--- src/rtl/sn_pkg.sv ---
package sn_pkg;
  localparam int VW = 2;
  localparam int SW = 3;

  localparam logic [VW-1:0] V_ZERO = 2'd0;
  localparam logic [VW-1:0] V_ONE  = 2'd1;
  localparam logic [VW-1:0] V_HIZ  = 2'd2;
  localparam logic [VW-1:0] V_UNK  = 2'd3;

  localparam logic [SW-1:0] S_HIGHZ  = 3'd0;
  localparam logic [SW-1:0] S_SMALL  = 3'd1;
  localparam logic [SW-1:0] S_MEDIUM = 3'd2;
  localparam logic [SW-1:0] S_LARGE  = 3'd4;
  localparam logic [SW-1:0] S_PULL   = 3'd5;

  typedef enum logic [2:0] {
    M_TRI    = 3'd0,
    M_WAND   = 3'd1,
    M_WOR    = 3'd2,
    M_TRI0   = 3'd3,
    M_TRI1   = 3'd4,
    M_TRIREG = 3'd5
  } net_mode_e;
endpackage

--- src/rtl/sn_strength_arb.sv ---
module sn_strength_arb
  import sn_pkg::*;
#(
  parameter int NDRV = 3
) (
  input  logic [VW*NDRV-1:0] drv_val,
  input  logic [SW*NDRV-1:0] drv_str,
  output logic [VW-1:0]      win_val,
  output logic [SW-1:0]      win_str,
  output logic               any_act
);
  logic [SW-1:0] top;
  logic          seen0, seen1, seenx;

  always_comb begin
    top     = S_HIGHZ;
    any_act = 1'b0;
    for (int i = 0; i < NDRV; i++) begin
      if (drv_val[VW*i +: VW] != V_HIZ && drv_str[SW*i +: SW] != S_HIGHZ) begin
        any_act = 1'b1;
        if (drv_str[SW*i +: SW] > top) top = drv_str[SW*i +: SW];
      end
    end
    seen0 = 1'b0;
    seen1 = 1'b0;
    seenx = 1'b0;
    for (int i = 0; i < NDRV; i++) begin
      if (drv_val[VW*i +: VW] != V_HIZ && drv_str[SW*i +: SW] != S_HIGHZ &&
          drv_str[SW*i +: SW] == top) begin
        case (drv_val[VW*i +: VW])
          V_ZERO:  seen0 = 1'b1;
          V_ONE:   seen1 = 1'b1;
          default: seenx = 1'b1;
        endcase
      end
    end
    if (!any_act) begin
      win_val = V_HIZ;
      win_str = S_HIGHZ;
    end else begin
      win_str = top;
      if (seenx || (seen0 && seen1)) win_val = V_UNK;
      else if (seen1)                win_val = V_ONE;
      else                           win_val = V_ZERO;
    end
  end
endmodule

--- src/rtl/sn_wired.sv ---
module sn_wired
  import sn_pkg::*;
#(
  parameter int NDRV   = 3,
  parameter bit IS_AND = 1'b1
) (
  input  logic [VW*NDRV-1:0] drv_val,
  input  logic [SW*NDRV-1:0] drv_str,
  output logic [VW-1:0]      res_val,
  output logic [SW-1:0]      res_str
);
  localparam logic [VW-1:0] DOM  = IS_AND ? V_ZERO : V_ONE;
  localparam logic [VW-1:0] PASS = IS_AND ? V_ONE  : V_ZERO;

  logic          act, has_dom, has_x;
  logic [SW-1:0] top;

  always_comb begin
    act     = 1'b0;
    has_dom = 1'b0;
    has_x   = 1'b0;
    top     = S_HIGHZ;
    for (int i = 0; i < NDRV; i++) begin
      if (drv_val[VW*i +: VW] != V_HIZ && drv_str[SW*i +: SW] != S_HIGHZ) begin
        act = 1'b1;
        if (drv_str[SW*i +: SW] > top) top = drv_str[SW*i +: SW];
        if (drv_val[VW*i +: VW] == DOM)   has_dom = 1'b1;
        if (drv_val[VW*i +: VW] == V_UNK) has_x   = 1'b1;
      end
    end
    if (!act) begin
      res_val = V_HIZ;
      res_str = S_HIGHZ;
    end else begin
      res_str = top;
      if (has_dom)    res_val = DOM;
      else if (has_x) res_val = V_UNK;
      else            res_val = PASS;
    end
  end
endmodule

--- src/rtl/sn_charge_cell.sv ---
module sn_charge_cell
  import sn_pkg::*;
(
  input  logic          clk,
  input  logic          rst_n,
  input  logic          load,
  input  logic [VW-1:0] din,
  input  logic [2:0]    charge_sel,
  output logic [VW-1:0] q,
  output logic [SW-1:0] q_str
);
  always_ff @(posedge clk or negedge rst_n) begin
    if (!rst_n)    q <= V_UNK;
    else if (load) q <= din;
  end

  always_comb begin
    case (charge_sel)
      3'd1:    q_str = S_SMALL;
      3'd4:    q_str = S_LARGE;
      default: q_str = S_MEDIUM;
    endcase
  end

  // first edge out of reset still shows the reset value x
  a_r10_reset_unknown: assert property (@(posedge clk) $rose(rst_n) |-> q == V_UNK);
  // stored value only moves when a load was requested
  a_r10_hold_no_load: assert property (@(posedge clk) disable iff (!rst_n)
    !load |=> $stable(q));
endmodule

--- src/rtl/strength_net.sv ---
module strength_net
  import sn_pkg::*;
#(
  parameter int NDRV = 3
) (
  input  logic                clk,
  input  logic                rst_n,
  input  logic [2*NDRV-1:0]   drv_val,
  input  logic [3*NDRV-1:0]   drv_str,
  input  logic [2:0]          net_mode,
  input  logic [2:0]          charge_sel,
  output logic [1:0]          net_val,
  output logic [2:0]          net_str
);
  logic [VW-1:0] arb_val, q_val;
  logic [SW-1:0] arb_str, q_str;
  logic          any_act;
  logic [VW-1:0] w_val [2];
  logic [SW-1:0] w_str [2];
  logic          load;

  sn_strength_arb #(.NDRV(NDRV)) i_arb (
    .drv_val(drv_val), .drv_str(drv_str),
    .win_val(arb_val), .win_str(arb_str), .any_act(any_act)
  );

  for (genvar g = 0; g < 2; g++) begin : g_wired
    sn_wired #(.NDRV(NDRV), .IS_AND(g == 0)) i_wired (
      .drv_val(drv_val), .drv_str(drv_str),
      .res_val(w_val[g]), .res_str(w_str[g])
    );
  end

  assign load = (net_mode == M_TRIREG) && any_act;

  sn_charge_cell i_cell (
    .clk(clk), .rst_n(rst_n), .load(load), .din(arb_val),
    .charge_sel(charge_sel), .q(q_val), .q_str(q_str)
  );

  always_comb begin
    net_val = arb_val;
    net_str = arb_str;
    case (net_mode)
      M_WAND: begin net_val = w_val[0]; net_str = w_str[0]; end
      M_WOR:  begin net_val = w_val[1]; net_str = w_str[1]; end
      M_TRI0: if (!any_act) begin net_val = V_ZERO; net_str = S_PULL; end
      M_TRI1: if (!any_act) begin net_val = V_ONE;  net_str = S_PULL; end
      M_TRIREG: if (!any_act) begin net_val = q_val; net_str = q_str; end
      default: ;
    endcase
  end

  a_r3_tri_idle: assert property (@(posedge clk) disable iff (!rst_n)
    (net_mode == M_TRI && !any_act) |-> (net_val == V_HIZ && net_str == S_HIGHZ));
  a_r7_pull_idle: assert property (@(posedge clk) disable iff (!rst_n)
    (net_mode == M_TRI0 && !any_act) |-> (net_val == V_ZERO && net_str == S_PULL));
  a_r2_known_strong: assert property (@(posedge clk) disable iff (!rst_n)
    (net_val == V_ZERO || net_val == V_ONE) |-> net_str != S_HIGHZ);
  a_r9_charge_hold: assert property (@(posedge clk) disable iff (!rst_n)
    (net_mode == M_TRIREG && !any_act && $past(net_mode == M_TRIREG && !any_act))
      |-> $stable(net_val));
endmodule

--- config.mk ---
export PLATFORM = sky130hd
export DESIGN_NAME = strength_net
export DESIGN_NICKNAME = d
export VERILOG_FILES = /design/src/rtl/sn_pkg.sv /design/src/rtl/sn_strength_arb.sv /design/src/rtl/sn_wired.sv /design/src/rtl/sn_charge_cell.sv /design/src/rtl/strength_net.sv
export SDC_FILE = /design/constraint.sdc
export NUM_CORES = 1
export LEC_CHECK = 0
export ABC_CLOCK_PERIOD_IN_PS = 6650
export CAP_MARGIN = 20
export CORE_ASPECT_RATIO = 1.5
export CORE_MARGIN = 2
export CORE_UTILIZATION = 25
export DETAILED_ROUTE_END_ITERATION = 8
export SYNTH_ARGS = -nofsm -noshare
export SYNTH_HDL_FRONTEND = slang
export SYNTH_SLANG_ARGS = --single-unit
--- constraint.sdc ---
create_clock -name clk -period 6.65 [get_ports clk]
set_clock_uncertainty 0.15 [all_clocks]
set_input_delay 0.9975 -clock clk [delete_from_list [all_inputs] [get_ports clk]]
set_output_delay 0.9975 -clock clk [all_outputs]
set_load 0.02 [all_outputs]
======== Word-level counts from Yosys, hierarchy flattened ========
Index checks and enable logic that the tools add are counted.
word-level totals
  flip-flop bits (word level) ............. 2
  input port bits ......................... 23
  output and inout bits ................... 5
operators by class
  order comparisons ....................... 3
  eq/ne operators ......................... 19
  multiplexer cells ....................... 61
  reduce and logical (&&, ||, !) cells .... 19
operators by type and width
  operator                                              number
  two-way mux 1 bit                                     38
  two-way mux 3 bit                                     9
  two-way mux 2 bit                                     11
  case mux 3 bit (2 select lines)                       2
  case mux 2 bit (5 select lines)                       1
  equality test 3 bit                                   3
  equality test 3 bit (second input constant)           3
  nonzero test 3 bit                                    3
  logical AND 1 bit                                     8
  OR reduction 2 bit                                    4
  equality test 2 x 1 -> 1 bit (second input constant)  3
  equality test 2 bit (second input constant)           3
  equality test 3 x 1 -> 1 bit (second input constant)  2
  equality test 3 x 2 -> 1 bit (second input constant)  2
  > comparator 3 bit                                    2
  logical NOT 2 bit                                     3
  inequality test 2 bit (second input constant)         3
  > comparator 3 x 1 -> 1 bit (second input constant)   1
  logical OR 1 bit                                      1

======== Longest topological paths before layout ========
  depth after elaboration ................. 22
  mapped depth ............................ 17
  depth with buffers taken out ............ 17

======== Cells and area by module ========
Synthesis repeated with hierarchy kept, for this count alone.
second synthesis, totals
  cell total of the unflattened synthesis .. 299
  area total of the unflattened synthesis .. 2093.3 sq um
modules (own cells, without submodules)
  module                          instances  cells an instance  area an instance (sq um)
  sn_strength_arb                 1          121                820.8
  sn_wired at g_wired[1].i_wired  1          57                 396.6
  sn_wired at g_wired[0].i_wired  1          56                 385.4
  strength_net                    1          57                 385.4
  sn_charge_cell                  1          8                  105.1

======== Worst setup path after synthesis ========
No wires, ideal clock.
  kind .................................... in2out
  start point ............................. in drv_val[0]
  end point ............................... out net_val[0]
  arrival ................................. 4449 ps
  required time ........................... 5503 ps
  path slack .............................. 1054 ps
  stages .................................. 16
  path through ............................ nand2b_1 -> and2_1 -> ha_1 -> nand3_1 -> and3_1 -> a21o_1 -> and2_1 -> ha_1 -> and3b_1 -> o211a_2 -> o31a_1 -> xor2_1 -> or2_1 -> o211ai_1 -> a211oi_1 -> a31oi_1
between the ends
  word-level cells in the longest chain between the ends .. 22
  elaborated cells between the ends (all ways) .. 70
  those cells by class .................... 2 x order compare; 6 x eq/ne; 54 x mux; 8 x reduce/logical
RTL lines
  what                                         RTL line                                                      text
  start: declaration                           strength_net.sv:8                                             input logic [2*NDRV-1:0] drv_val,
  inequality test 2 bit                        sn_strength_arb.sv:19, sn_strength_arb.sv:28, sn_wired.sv:24
  logical AND 1 bit                            sn_strength_arb.sv:19, sn_strength_arb.sv:28, sn_wired.sv:24
  two-way mux 3 bit                            sn_strength_arb.sv:19                                         if (drv_val[VW*i +: VW] != V_HIZ && drv_str[SW*i +: SW] != S_HIGHZ) begin
  > comparator 3 bit                           sn_strength_arb.sv:21                                         if (drv_str[SW*i +: SW] > top) top = drv_str[SW*i +: SW];
  two-way mux 3 bit                            sn_strength_arb.sv:21
  two-way mux 3 bit                            sn_strength_arb.sv:19
  > comparator 3 bit                           sn_strength_arb.sv:21
  two-way mux 3 bit                            sn_strength_arb.sv:21
  [6 not listed]                               n/a
  two-way mux 1 bit                            sn_strength_arb.sv:30                                         case (drv_val[VW*i +: VW])
  two-way mux 1 bit                            sn_strength_arb.sv:28                                         if (drv_val[VW*i +: VW] != V_HIZ && drv_str[SW*i +: SW] != S_HIGHZ &&
  logical AND 1 bit                            sn_strength_arb.sv:42                                         if (seenx || (seen0 && seen1)) win_val = V_UNK;
  logical OR 1 bit                             sn_strength_arb.sv:42
  two-way mux 2 bit                            sn_strength_arb.sv:42
  two-way mux 2 bit                            sn_strength_arb.sv:37                                         if (!any_act) begin
  two-way mux 2 bit, on equally long branches  strength_net.sv:49, strength_net.sv:47, strength_net.sv:48
  case mux 2 bit (5 select lines) (*)          strength_net.sv:44                                            case (net_mode)
  end: declaration                             strength_net.sv:12                                            output logic [1:0] net_val,
Mark *: on every way between the ends. The rest lies on a longest branch, timed or not.

======== Worst setup path in the final report ========
Ends and elaborated chain as after synthesis.

==> run metrics <==
worst hold margin 0.340 ns; Worst VDD drop 0.117 mV; worst rel slew slack 70.0%; Remaining Overflow, GRT 0; worst reg2reg path depth 2; count of cell instances traversed by the critical path 20; startpoint kind of the worst setup timing path input pin; P per Cell Area 160 nW/um2; count of flip-flops with a built-in enable after synthesis 0; GRT met1 Usage 17.7%; gate count of the mapped netlist 163; Worst Setup End Kind output port; number of synthesized register bits 2; worst hold path type register to register; measured slew at the worst slew-check pin 0.447 ns; number of distinct library cell variants in the gate-level netlist after synthesis 51; top-level I/O count 28; Syn Std Cell Area 1090 um2; number of clock buffers inserted by TritonCTS 3; Largest register FFs 2; fraction of final layout cells sized beyond drive strength 1 24.2%; full die area 4910 um2; CTS HTree Levels 1; final period utilization 96.9%; Vias per Instance 5.52; First-pass DRT Iterations 4; Max stage delay on crit path 0.41 ns; global-route track usage on met2 29.6%; top flip-flop cell by instance count after synthesis sky130_fd_sc_hd__dfstp_2; worst endpoint required time 5.50 ns; x dimension of the die 57.9 um; clock tree root buffer cell sky130_fd_sc_hd__clkbuf_8; Placement Rows 29; number of cells on the worst hold path 2; clock slew at reported path FFs 0.03 ns; Buf/Inv on CP 3; TritonCTS clock tree yes; clock sinks 2; fraction of registers with async set or reset after synthesis 100%; highest clock frequency the design can meet 0.155 GHz; average detailed-routed wire length per instance 13.9 um; Largest Register i_cell.q; Skew-Pair Late Insertion Delay 0.21 ns; critical-path maximum fanout 5; layout overhead on the synthesized area 57.1%; maxcap violations 0; Buffers on Ports 27; number of antenna violations at the first check in global routing 0; GRT Max-Usage Layer met2; sequential fraction of the synthesis area 4.83%; wire length reported by the detailed router 3740 um; die outline height 84.8 um; final setup vio count 0; first-pass GRT wire length 6280 um; Post-Syn Nets 192; clock period minus final worst setup slack 6.44 ns; commonest cells after routing, fill and taps aside sky130_fd_sc_hd__buf_4 (34), sky130_fd_sc_hd__clkdlybuf4s50_1 (25), sky130_fd_sc_hd__nor2_1 (17); biggest registers after layout i_cell.q (2); number of vias in the routed layout 1,485; detailed router's first-iteration violation count 84; sum of negative setup slack 0 ns; number of nets in the layout 254; worst setup path category input pin to output port; post-detail-place hpwl 3120 um; GRT Overall Usage 15.7%; ordered cell list for the critical path clkdlybuf4s50_1 > nand2b_1 > and2_1 > ha_1 > nand3_1 > and3_1 > a21o_1 > and2_1 > ha_1 > and3b_1 > o211a_2 > buf_4 > a221o_1 > a32oi_1 > a21oi_1 > nand4_1 > o211ai_1 > a211oi_2 > a31oi_1 > dlygate4sd2_1; total number of yosys warnings 0; cell type group with the largest total delay on the critical path compound AO/OA/AOI/OAI gates; CTS max path bufs 2; initial cell density of the core 25.9%; pin count of the biggest net entering global routing 15; Mean Syn Cell Area 6.68 um2; final antenna-violating net count 0; ANT cells 0; most common cell after layout, fill and taps aside sky130_fd_sc_hd__buf_4; Core Footprint 4210 um2; GR Layer Usage met3 1.22%; number of DRC violations after detailed routing 0; final hold viol count 0; arrival time at the worst endpoint 5.29 ns; GP Congestion 0.876; Crit-path slowest cell sky130_fd_sc_hd__clkdlybuf4s50_1; via count of the first global-routing pass 1,442; result of the run finished, final reports clean; leakage 0.000719 uW; Final Slew Violations 0
[cell usage after synthesis, types with 2 or more instances]
| master | number | area share (%) |
|---|---|---|
| sky130_fd_sc_hd__nor2_1 | 18 | 6.2 |
| sky130_fd_sc_hd__nand2_1 | 16 | 5.5 |
| sky130_fd_sc_hd__nand3_1 | 12 | 5.5 |
| sky130_fd_sc_hd__a21oi_1 | 9 | 4.1 |
| sky130_fd_sc_hd__xnor2_1 | 7 | 5.6 |
| sky130_fd_sc_hd__ha_1 | 6 | 6.9 |
| sky130_fd_sc_hd__inv_1 | 6 | 2.1 |
| sky130_fd_sc_hd__and3_1 | 5 | 2.9 |
| sky130_fd_sc_hd__nand2b_1 | 5 | 2.9 |
| sky130_fd_sc_hd__o21ai_0 | 5 | 2.3 |
| sky130_fd_sc_hd__a211oi_1 | 4 | 2.8 |
| sky130_fd_sc_hd__a31oi_1 | 4 | 2.3 |
| sky130_fd_sc_hd__nand4_1 | 4 | 2.3 |
| sky130_fd_sc_hd__nor3_1 | 4 | 1.8 |
| sky130_fd_sc_hd__o211ai_1 | 4 | 2.8 |
| sky130_fd_sc_hd__or3_1 | 4 | 2.3 |
| sky130_fd_sc_hd__xor2_1 | 4 | 3.2 |
| sky130_fd_sc_hd__a21o_1 | 3 | 2.1 |
| sky130_fd_sc_hd__and2_1 | 3 | 1.7 |
| sky130_fd_sc_hd__a221o_1 | 2 | 1.8 |
| sky130_fd_sc_hd__clkbuf_1 | 2 | 0.69 |
| sky130_fd_sc_hd__dfstp_2 | 2 | 4.8 |
| sky130_fd_sc_hd__nor4_1 | 2 | 1.1 |
| sky130_fd_sc_hd__o2111ai_1 | 2 | 1.6 |
| sky130_fd_sc_hd__o221ai_1 | 2 | 1.6 |
| sky130_fd_sc_hd__o311ai_0 | 2 | 1.6 |
| sky130_fd_sc_hd__o31ai_1 | 2 | 1.4 |
[what timing repair did]
action                                  in CTS  in global routing
gates resized for setup                      7                  2
setup buffers                                0                  2
pin swaps                                    1                  3
endpoints found under the setup margin       2                  2
hold buffers                                 0                  0
[through the flow]
stage | total power [uW] | setup slack [ns] | utilization, % | area (um2) | std cells
final | 274 | 0.208 | 40.6 | 1710 | 269
after global routing | 296 | -0.0114 | 40.6 | 1710 | 269
after CTS | 269 | 0.192 | 40.4 | 1700 | 267
after detailed placement | 218 | -0.0904 | 38.8 | 1630 | 264
after global placement | 217 | -0.0435 | 38.8 | 1630 | 264
after floorplan | 125 | 1.05 | - | 1090 | 163
[routing by layer]
| metal | routed length, um | vias up |
|---|---|---|
| met4 | 63 | 0 |
| met1 | 1430 | 686 |
| li1 | - | 747 |
| met3 | 188 | 8 |
| met2 | 2060 | 44 |
| met5 | 0 | - |
[kinds of logic (layout without fill, tap and decap cells)]
logic type                 count (synthesis)  in the layout  share of synthesized area, %
AOI/OAI and AO/OA                         51             51                          33.9
xor gates and xnor gates                  11             11                          8.85
adders and majority gates                  6              6                          6.90
buffers and inverters                     10             70                          4.25
DFF                                        2              2                          4.83
and+or+nand+nor                           83             83                          41.3
[layout make-up]
cell class,count,area [um2]
inverters,6,22.5
fillers,429,2500
well taps,46,57.6
multi-input cells,151,1020
flip-flops and latches,2,52.6
clock buffers,3,41.3
repair buffers,61,519
[tightest hold or removal path, delay by kind of cell, from the launching register on]
| family | cells | cell delay, ns |
|---|---|---|
| and+or+nand+nor | 1 | 0.06 |
| DFF | 1 | 0.36 |
| AOI/OAI and AO/OA | 1 | 0.07 |
[worst paths after layout]
kind / startpoint / endpoint / slack [ns]
max: drv_val[0] / net_val[0] / 0.21
min: i_cell.q[1] / i_cell.q[1] / 0.34
max reg2reg: i_cell.q[0] / i_cell.q[0] / 5.74
min reg2reg: i_cell.q[1] / i_cell.q[1] / 0.34
max in group asynchronous: rst_n / i_cell.q[1] / 5.35
min in group asynchronous: rst_n / i_cell.q[0] / 0.98
[power breakdown]
part	internal, uW	switching (uW)	leakage, uW
clock network	38.3	9.88	0.0000216
logic	104	101	0.000676
registers	18.3	2.01	0.0000209
No activity file was read; power rests on OpenSTA's default activity.
